==> config.mk <==
export PLATFORM = sky130hd
export DESIGN_NAME = smc_target
export DESIGN_NICKNAME = d
export VERILOG_FILES = /design/src/rtl/smc_pkg.sv /design/src/rtl/smc_wait_ctr.sv /design/src/rtl/smc_burst_seq.sv /design/src/rtl/smc_mem.sv /design/src/rtl/smc_target.sv
export SDC_FILE = /design/constraint.sdc
export NUM_CORES = 1
export LEC_CHECK = 0
export ABC_AREA = 1
export ABC_CLOCK_PERIOD_IN_PS = 2800
export BUFFER_PORTS_ARGS = -buffer_cell sky130_fd_sc_hd__buf_4
export CORE_MARGIN = 4
export CORE_UTILIZATION = 62
export CTS_CLUSTER_SIZE = 40
export DETAILED_ROUTE_END_ITERATION = 8
export MAX_ROUTING_LAYER = met4
export PLACE_DENSITY = 0.8
export SLEW_MARGIN = 5
export SYNTH_ARGS = -nofsm -noshare
export SYNTH_HDL_FRONTEND = slang
export SYNTH_SLANG_ARGS = --single-unit
export TNS_END_PERCENT = 30
==> constraint.sdc <==
create_clock -name clk -period 2.8 [get_ports clk]
set_input_delay 0.7 -clock clk [delete_from_list [all_inputs] [get_ports clk]]
set_output_delay 0.7 -clock clk [all_outputs]
set_load 0.01 [all_outputs]
==> src/rtl/smc_pkg.sv <==
package smc_pkg;
  typedef enum logic {
    ST_IDLE = 1'b0,
    ST_DATA = 1'b1
  } smc_state_e;
endpackage

==> src/rtl/smc_wait_ctr.sv <==
module smc_wait_ctr #(
  parameter int CW      = 3,
  parameter int WAIT_ST = 2
) (
  input  logic clk,
  input  logic rst_n,
  input  logic load,
  input  logic dec,
  output logic zero
);
  logic [CW-1:0] cnt_q, cnt_d;
  logic          cnt_en;

  always_comb begin
    cnt_en = load | dec;
    cnt_d  = cnt_q;
    if (load)     cnt_d = CW'(WAIT_ST);
    else if (dec) cnt_d = cnt_q - CW'(1);
  end

  always_ff @(posedge clk or negedge rst_n) begin
    if (!rst_n)      cnt_q <= '0;
    else if (cnt_en) cnt_q <= cnt_d;
  end

  assign zero = (cnt_q == '0);
endmodule

==> src/rtl/smc_burst_seq.sv <==
module smc_burst_seq
  import smc_pkg::*;
#(
  parameter int AW = 4,
  parameter int LW = 2
) (
  input  logic          clk,
  input  logic          rst_n,
  input  logic          ads,
  input  logic          wr,
  input  logic [AW-1:0] addr,
  input  logic [LW-1:0] blen,
  input  logic          extend,
  input  logic          cnt_zero,
  output logic          cnt_load,
  output logic          cnt_dec,
  output logic          rdy,
  output logic          blast,
  output logic          mem_we,
  output logic [AW-1:0] cur_addr,
  output logic          busy,
  output logic          stretch_ok
);
  smc_state_e    state_q, state_d;
  logic [LW-1:0] beat_q, beat_d, len_q, len_d;
  logic [AW-1:0] addr_q, addr_d;
  logic          wr_q, wr_d, ok_q, ok_d;
  logic          accept, xfer, last, hold, adv, seq_en;

  always_comb begin
    accept = (state_q == ST_IDLE) & ads;
    xfer   = (state_q == ST_DATA) & cnt_zero;
    last   = (beat_q == len_q);
    hold   = xfer & last & ok_q & extend;
    adv    = xfer & ~hold;
    seq_en = accept | adv;

    state_d = state_q;
    beat_d  = beat_q;
    len_d   = len_q;
    addr_d  = addr_q;
    wr_d    = wr_q;
    ok_d    = ok_q;
    if (accept) begin
      state_d = ST_DATA;
      beat_d  = '0;
      len_d   = blen;
      addr_d  = addr;
      wr_d    = wr;
      ok_d    = ~wr & (blen == '0);
    end else if (adv) begin
      if (last) begin
        state_d = ST_IDLE;
      end else begin
        beat_d = beat_q + LW'(1);
        addr_d = {addr_q[AW-1:LW], addr_q[LW-1:0] + LW'(1)};
      end
    end
  end

  always_ff @(posedge clk or negedge rst_n) begin
    if (!rst_n) begin
      state_q <= ST_IDLE;
      beat_q  <= '0;
      len_q   <= '0;
      addr_q  <= '0;
      wr_q    <= 1'b0;
      ok_q    <= 1'b0;
    end else if (seq_en) begin
      state_q <= state_d;
      beat_q  <= beat_d;
      len_q   <= len_d;
      addr_q  <= addr_d;
      wr_q    <= wr_d;
      ok_q    <= ok_d;
    end
  end

  assign cnt_load   = accept | (adv & ~last);
  assign cnt_dec    = (state_q == ST_DATA) & ~cnt_zero;
  assign rdy        = xfer;
  assign blast      = xfer & last;
  assign mem_we     = xfer & wr_q;
  assign cur_addr   = addr_q;
  assign busy       = (state_q == ST_DATA);
  assign stretch_ok = ok_q;
endmodule

==> src/rtl/smc_mem.sv <==
module smc_mem #(
  parameter int AW = 4,
  parameter int DW = 16
) (
  input  logic          clk,
  input  logic          we,
  input  logic [AW-1:0] addr,
  input  logic [DW-1:0] wdata,
  output logic [DW-1:0] rdata
);
  localparam int DEPTH = 1 << AW;

  logic [DW-1:0] words_q [DEPTH];

  always_ff @(posedge clk) begin
    if (we) words_q[addr] <= wdata;
  end

  assign rdata = words_q[addr];
endmodule

==> src/rtl/smc_target.sv <==
module smc_target #(
  parameter int AW        = 4,
  parameter int DW        = 16,
  parameter int WAIT_ST   = 2,
  parameter int MAX_WAIT  = 7,
  parameter int BURST_MAX = 4
) (
  input  logic                         clk,
  input  logic                         rst_n,
  input  logic                         ads,
  input  logic                         wr,
  input  logic [AW-1:0]                addr,
  input  logic [$clog2(BURST_MAX)-1:0] blen,
  input  logic                         extend,
  input  logic [DW-1:0]                wdata,
  output logic [DW-1:0]                rdata,
  output logic                         rdy,
  output logic                         blast
);
  localparam int CW = $clog2(MAX_WAIT + 1);
  localparam int LW = $clog2(BURST_MAX);

  logic          cnt_zero, cnt_load, cnt_dec, mem_we;
  logic          busy, stretch_ok;
  logic [AW-1:0] cur_addr;

  smc_wait_ctr #(.CW(CW), .WAIT_ST(WAIT_ST)) u_wait (
    .clk  (clk),
    .rst_n(rst_n),
    .load (cnt_load),
    .dec  (cnt_dec),
    .zero (cnt_zero)
  );

  smc_burst_seq #(.AW(AW), .LW(LW)) u_seq (
    .clk       (clk),
    .rst_n     (rst_n),
    .ads       (ads),
    .wr        (wr),
    .addr      (addr),
    .blen      (blen),
    .extend    (extend),
    .cnt_zero  (cnt_zero),
    .cnt_load  (cnt_load),
    .cnt_dec   (cnt_dec),
    .rdy       (rdy),
    .blast     (blast),
    .mem_we    (mem_we),
    .cur_addr  (cur_addr),
    .busy      (busy),
    .stretch_ok(stretch_ok)
  );

  smc_mem #(.AW(AW), .DW(DW)) u_mem (
    .clk  (clk),
    .we   (mem_we),
    .addr (cur_addr),
    .wdata(wdata),
    .rdata(rdata)
  );
endmodule

==> results.md, run 1 <==
- Detailed routing inserted a total of 8953 vias.
- STA classifies the critical path startpoint as a register.
- The number of global-route vias before repair was 8461.
- The warning count from the yosys run is 0.
- The port buffer count is 44.
- At the worst endpoint, the arrival time is ~2.2 ns.
- The finished layout holds between 1.5k and 2k standard cells, fillers aside.
- The initial antenna violation count is 1.
- The pin count of the biggest net entering global routing is 72.
- The final antenna-violating net count is 0.
- The count of max-cap constraint violations is 0.
- In the final layout, the share of cells above drive strength 1 is 14.03%.
- The class of the tightest hold or removal check is input port to asynchronous set/reset pin.
- The vertical die dimension is approximately 150 um.
- The maximum fanout along the worst path is 30.
- The share of the yosys chip area belonging to registers is 66.14%.
- The share of total power dissipated in sequential elements is 33.5%.
- The number of pins exceeding their max-slew limit in the final report is 0.
- The worst relative slew slack is around three quarters.
- The number of DRC violations after detailed routing is 0.
- The final cycle utilization of the critical path is 102.8%.
- The final reports fail on negative setup slack.
- The overall die area is 21900 sq um.
- The net count of the finished layout is about 1.4k.
- In this run the number of H-tree levels came out at 1.
- The first-pass GRT wire length is roughly 44 mm.
- The path depth of the worst reg2reg path is 8.
- The average via count per standard cell is 5.446.
- Power spread over the standard cell area amounts to roughly 980 nW/um^2.
- The floorplan has 50 rows.
- The HPWL after detailed placement is 16.24 mm.
- For the pin with the worst max-slew slack, the measured transition is 0.3665 ns.
- The later pin in the worst-skew pair is clocked with a latency of 0.52 ns.
- The maximum resistive drop on vdd is approximately 0.00074 V.
- The number of sinks handled by clock tree synthesis is 270.
- The clock tree from TritonCTS is done.
- No sink is reached through more buffers than the 3 on the longest clock path.
- The final count of hold timing violations is 0.
- The synthesis-to-layout area growth is 18.95%.
- The final critical-path required period is 2.880 ns.
- The average cell area after synthesis is 9.523 sq um.
- The analysis attributes to net switching a power of 5.143 mW.
- The clock transition at the registers of the reported paths is 0.06 ns.
- The final weighted congestion in routability-driven placement is 0.8239.
- The first detailed-routing pass ran for 6 iterations.
- Setup repair after global routing could not meet its margin everywhere.
- The DRC violation total after the first TritonRoute iteration is 1020.
- The remaining global-route overflow is 0.
- For this design the top-level I/O count stands at 45.
- The core area is around 19000 sq um.
- Across the whole layout, storage elements account for 8043 sq um.
- The total wire length is between 30 and 40 mm.
- The data required time of the worst path is 2.10 ns.
- The internal power of the cells is 8.970 mW.
- The type of the setup path with the least slack is register to output port.
- The switching fraction of total power is 36.44%.
- Clock skew on the completed layout was measured at ~0.0063 ns.
- The floorplan step set the die width to 148 um.
- Summed over all cells, the static leakage comes to 6.808 nW.
- The startpoint identified for the worst register-to-register timing path is u_wait.cnt_q[0].
- The root buffer cell chosen for the clock tree is clkbuf_16.
- The initial cell density of the core is 63.89%.
- After synthesis the netlist holds a flip-flop and latch count of 270.
- The worst register-to-register path ends at u_mem.words_q[13][5].
- Synthesis instantiated 19 different standard cells from the library.
- The layout has 1162 filler cells.
- The total power of the final layout is around 14 mW.
- The portion of total power attributed to combinational logic is 41.4%.
- The relative contribution of the clock network to total power is 25.1%.
- The area of the multi-input gates is 2794 sq um.
- The quantity of hold-fixing buffers added after cts is 0.
- The instance count after placement with tap cells included is 1569.
- Timing would allow up to 347.3 MHz.
- In this run the register-to-register setup slack is about 0.55 ns.
- The synthesized net count is 1309.
- The routed length per placed instance is 19.61 um.
- Setup violations remaining at the end of the flow were counted as 13.
- The number of buffers inserted during clock tree synthesis is 27.
- The summed instance area of the synthesized netlist is between 10000 and 15000 sq um.
- The flow ran to the end, but the final reports show violations.
- The worst setup path is captured at an output port.
- The post-synthesis cell count is 1276.
- The overall routing resource usage is a little over a quarter.
- Across all setup checks in the final design, the least slack found is -0.07964 ns.
[critical path: stages (launching register included)]
cell	delay, ns
dfrtp_4	0.55
buf_4	0.18
buf_16	0.17
nand2_1	0.11
nand3_1	0.12
nand2_1	0.11
nand2_1	0.06
nand2_1	0.08
inv_1	0.06
nand2_2	0.08
buf_4	0.12
[per-stage QoR]
stage | util, % | setup TNS, ns | instance area [sq um] | setup slack, ns | hold slack [ns]
after floorplan | - | 0 | 12150 | 0.6240 | 0.4044
after global placement | 68.06 | 0 | 12940 | 0.4515 | 0.4531
after detailed placement | 68.06 | 0 | 12940 | 0.4361 | 0.4665
after CTS | 73.04 | 0 | 13890 | 0.009603 | 0.003526
after global routing | 76.00 | -1.413 | 14450 | -0.1588 | 0.006606
final | 76.00 | -0.3483 | 14450 | -0.07964 | 0.009767
[sequential cells by signal, summed over array words and instances (netlist names)]
register,cells
u_mem.words_q,256
u_seq.beat_q,2
u_seq.busy,1
u_seq.cur_addr,4
u_seq.len_q,2
u_seq.stretch_ok,1
u_seq.wr_q,1
u_wait.cnt_q,3
[final cells by class]
class	instances	area share (%)
inverters	309	8.111
repair inverters	2	0.1904
multi-input cells	648	19.33
diodes	1	0.01731
repair buffers	107	8.449
well taps	260	2.251
flip-flops and latches	270	55.64
clock buffers	38	5.376
clock inverters	9	0.6319
[cell usage after synthesis, drive strengths merged]
cell / count / share of area (%)
inv: 309 / 9.5
nor2: 22 / 0.72
o31ai: 1 / 0.062
ha: 6 / 0.62
o21ai: 6 / 0.25
xnor2: 1 / 0.072
edfxtp: 256 / 63
clkbuf: 4 / 0.12
a21boi: 1 / 0.062
nand4: 1 / 0.052
xor2: 1 / 0.072
nand3: 133 / 5.5
buf: 45 / 2.1
dfrtp: 14 / 2.9
nand2: 476 / 15
[timing repair]
action	CTS	global route
resized for setup	7	48
endpoints found under the setup margin	16	16
setup buffers	0	6
cloned	2	19
pin swaps	0	14
[worst max path at each step]
stage | slack [ns] | to | depth (start not counted) | start
after CTS | 0.01 | rdata[1] | 10 | u_seq.cur_addr[0]
after global placement | 0.45 | rdata[7] | 10 | u_seq.cur_addr[0]
final | -0.08 | rdata[7] | 10 | u_seq.cur_addr[0]
after floorplan | 0.62 | u_mem.words_q[0][0] | 7 | u_seq.cur_addr[0]
after global routing | -0.16 | rdata[5] | 11 | u_seq.cur_addr[0]
after detailed placement | 0.44 | rdata[1] | 10 | u_seq.cur_addr[0]
[cells by family after synthesis]
kind of cell	after synthesis	share of synthesized area, %
AO/OA/AOI/OAI	8	0.3707
XOR/XNOR	2	0.1442
adder cells (fa/ha/maj)	6	0.6178
buffers and inverters	358	11.77
flip-flops	270	66.14
AND/OR/NAND/NOR	632	20.95
[routing by layer]
layer	share of wire, %	GRT usage [%]	wire length [um]
met5	0	-	0
met4	3.1	9.192	1005
met3	11	5.028	3444
met2	49	44.23	15910
met1	37	33.62	11870
[power by group through the flow]
stage / Clock (mW) / Combinational, mW / Sequential [mW]
5_1_grt: 3.73 / 6.25 / 4.74
2_1_floorplan: 0 / 2.93 / 4.76
4_1_cts: 3.54 / 4.62 / 4.72
3_5_place_dp: 0 / 4.40 / 4.80
6_report: 3.54 / 5.85 / 4.73
3_3_place_gp: 0 / 4.26 / 4.79
[cells in the final DEF (no fill, tap or decap), types with 12 or more instances in the layout]
cell type  instances
buf_4             70
buf_6             14
clkbuf_16         37
dfrtp_1           12
edfxtp_1         256
inv_1            305
nand2_1          454
nand2_2           21
nand3_1          131
nor2_2            18
Note: power is estimated with default switching activity, not from simulation.
==> run 2: changes to the inputs <==
- CORE_UTILIZATION: 62 -> 60
- PLACE_DENSITY: 0.8 -> 0.78
==> results.md, run 2 (synthesis results as in run 1) <==
- The maximum resistive drop on vdd came to 0.0005223 V (was 0.0007428 V).
- The total setup violations reported at the end of the flow was 3 (was 13).
- The total negative setup slack came to -0.01190 ns (was -0.3483 ns).
- The total wire length is 31.71 mm (was 32.24 mm).
- The total power of the final layout is 13.87 mW (was 14.11 mW).
- The x dimension of the die came to 150.3 um (was 148 um).
- The vertical die dimension is 150.3 um (was 148 um).
- The class of the tightest hold or removal check is input port to asynchronous set/reset pin (unchanged).
- The total vias in the final route is 8908 (was 8953).
- The pin count of the biggest net entering global routing is 54 (was 72).
- The layout cell share with drive strength beyond 1 is 15.59% (was 14.03%).
- The number of sinks handled by clock tree synthesis came to 270 (unchanged).
- The final-stage net count is 1395 (was 1398).
- The antenna diode instance count is 0 (was 1).
- The first-pass GRT wire length is 43.33 mm (was 43.96 mm).
- The placement row count is 51 (was 50).
- The length of the first detailed-routing pass in iterations is 6 (unchanged).
- The data arrival time at the worst-slack endpoint came to 2.11 ns (was 2.18 ns).
- Violated checks: negative setup slack (unchanged).
- The clock tree from TritonCTS is done (unchanged).
- The final antenna-violating net count is 0 (unchanged).
- The quantity of hold-fixing buffers added after cts was 0 (unchanged).
- The endpoint of the worst-slack reg-to-reg timing path was u_mem.words_q[9][4] (was u_mem.words_q[13][5]).
- The number of ports placed on the die boundary is 45 (unchanged).
- The number of DRC violations after detailed routing is 0 (unchanged).
- The count of placed standard cells in the final layout, fillers left out is 1644 (unchanged).
- The top register by number of flip-flops is u_mem.words_q (unchanged).
- The final critical-path required period is 2.811 ns (was 2.880 ns).
- The synthesis-to-layout area growth came to 19.91% (was 18.95%).
- The post-route clock skew was 0.006321 ns (was 0.006344 ns).
- Most frequent cells in the layout: 441 x nand2_1, 304 x inv_1, 256 x edfxtp_1, 114 x nand3_1, 59 x buf_4 (was 454 x nand2_1, 305 x inv_1, 256 x edfxtp_1, 131 x nand3_1, 70 x buf_4).
- The overall die area is 22590 sq um (was 21900 sq um).
- The maximum operating frequency is 355.7 MHz (was 347.3 MHz).
- The remaining global-route overflow is 0 (unchanged).
- The port buffer count was 44 (unchanged).
- The setup slack of the critical path after layout is -0.01125 ns (was -0.07964 ns).
- The kind of start point of the critical path is a register (unchanged).
- The root cell of the clock tree is clkbuf_16 (unchanged).
- The slew at the pin closest to its max-slew limit is 0.5046 ns (was 0.3665 ns).
- The routed length per placed instance was 19.29 um (was 19.61 um).
- The worst-case register-to-register setup slack is 0.51 ns (was 0.55 ns).
- The most common cell after layout, fill and taps aside is nand2_1 (unchanged).
- The final weighted congestion in routability-driven placement is 0.8090 (was 0.8239).
- The type of destination of the critical path was an output port (unchanged).
- The clock insertion delay at the later pin of the skew report is 0.53 ns (was 0.52 ns).
- The smallest hold slack is 0.01276 ns (was 0.009767 ns).
- The number of global-route vias before repair is 8316 (was 8461).
- The initial cell density of the core was 61.63% (was 63.89%).
- The H-tree depth is 1 (unchanged).
- The data required time of the worst path came to 2.10 ns (about the same).
- The number of buffers inserted during clock tree synthesis is 26 (was 27).
- Status: complete, but fails checks (unchanged).
- The number of pins exceeding their max-slew limit in the final report is 0 (unchanged).
- The type of the setup path with the least slack is register to output port (unchanged).
- The worst relative slew slack is 66.36% (was 75.57%).
- The DRC violation total after the first TritonRoute iteration was 871 (was 1020).
- The final count of hold timing violations is 0 (unchanged).
- The path depth of the worst reg2reg path is 8 (unchanged).
- The maximum fanout along the worst path is 8 (was 30).
- The final cycle utilization of the critical path is 100.4% (was 102.8%).
- Setup repair after global routing missed its margin: true (unchanged).
- The detailed placement HPWL came to 16.33 mm (was 16.24 mm).
- The flip-flop count of the largest register, all copies and words added is 256 (unchanged).
- The cell area power density came to 951.8 nW/um^2 (was 976.4 nW/um^2).
- The core area is 19720 sq um (was 19020 sq um).
- The initial antenna violation count came to 0 (was 1).
- The count of max-cap constraint violations came to 0 (unchanged).
- The average via count per standard cell is 5.418 (was 5.446).
- The overall routing resource usage is 25.87% (was 26.76%).
- The reg-to-reg startpoint is u_wait.cnt_q[0] (unchanged).
- The static power due to leakage is 6.814 nW (was 6.808 nW).
- The instance count after placement with tap cells included is 1577 (was 1569).
- The clock transition at the registers of the reported paths is 0.06 ns (about the same).
- The maximum clock insertion buffer count is 3 (unchanged).
==> run 2: area by class of cell <==
cell class,count,area (sq um)
Sequential cell,270,8043
Fill cell,1241,5146
Clock buffer,36,709.4
Tap cell,265,331.6
Inverter,309,1186
Multi-Input combinational cell,648,2922
Timing Repair inverter,2,41.29
Timing Repair Buffer,105,1303
Clock inverter,9,36.28
==> run 2: power by group <==
part           internal [mW]  switching [mW]
clock                   1.75            1.43
sequential              4.61           0.105
combinational           2.39            3.59
total                   8.75            5.12
==> run 2: routing by layer <==
| metal | track usage [%] | part of all wire, % |
|---|---|---|
| met4 | 9.012 | 4.2 |
| met1 | 33.64 | 37 |
| met5 | - | 0 |
| met3 | 3.943 | 10 |
| met2 | 42.09 | 49 |
==> run 2: worst max-delay path, stage by stage, from the launching register on <==
cell       delay, ns
dfrtp_4         0.48
buf_12          0.20
clkinv_16       0.09
buf_16          0.15
nand2_1         0.07
nand3_1         0.11
nand2_1         0.08
nand2_1         0.04
nand2_1         0.08
inv_1           0.07
nand2_4         0.09
buf_6           0.10
==> run 2: worst max-delay path by stage <==
stage / to / slack [ns] / from
2_1_floorplan: u_mem.words_q[0][0] / 0.62 / u_seq.cur_addr[0]
3_3_place_gp: rdata[7] / 0.45 / u_seq.cur_addr[0]
3_5_place_dp: rdata[7] / 0.39 / u_seq.cur_addr[0]
4_1_cts: rdata[7] / 0.009 / u_seq.cur_addr[0]
5_1_grt: rdata[6] / -0.09 / u_seq.cur_addr[0]
6_report: rdata[7] / -0.01 / u_seq.cur_addr[0]
==> run 2: through the flow <==
step	area (sq um)	util (%)	worst slack [ns]
2_1_floorplan	12150	-	0.6240
3_3_place_gp	13060	66.24	0.4455
3_5_place_dp	13060	66.24	0.3883
4_1_cts	13840	70.19	0.009101
5_1_grt	14570	73.90	-0.09258
6_report	14570	73.90	-0.01125
==> run 2: repair_timing <==
item                                    in CTS  in global routing
setup buffers                                2                  3
cloned                                       0                 17
endpoints found under the setup margin      16                 16
pin swaps                                    0                 36
resized for setup                            5                 94
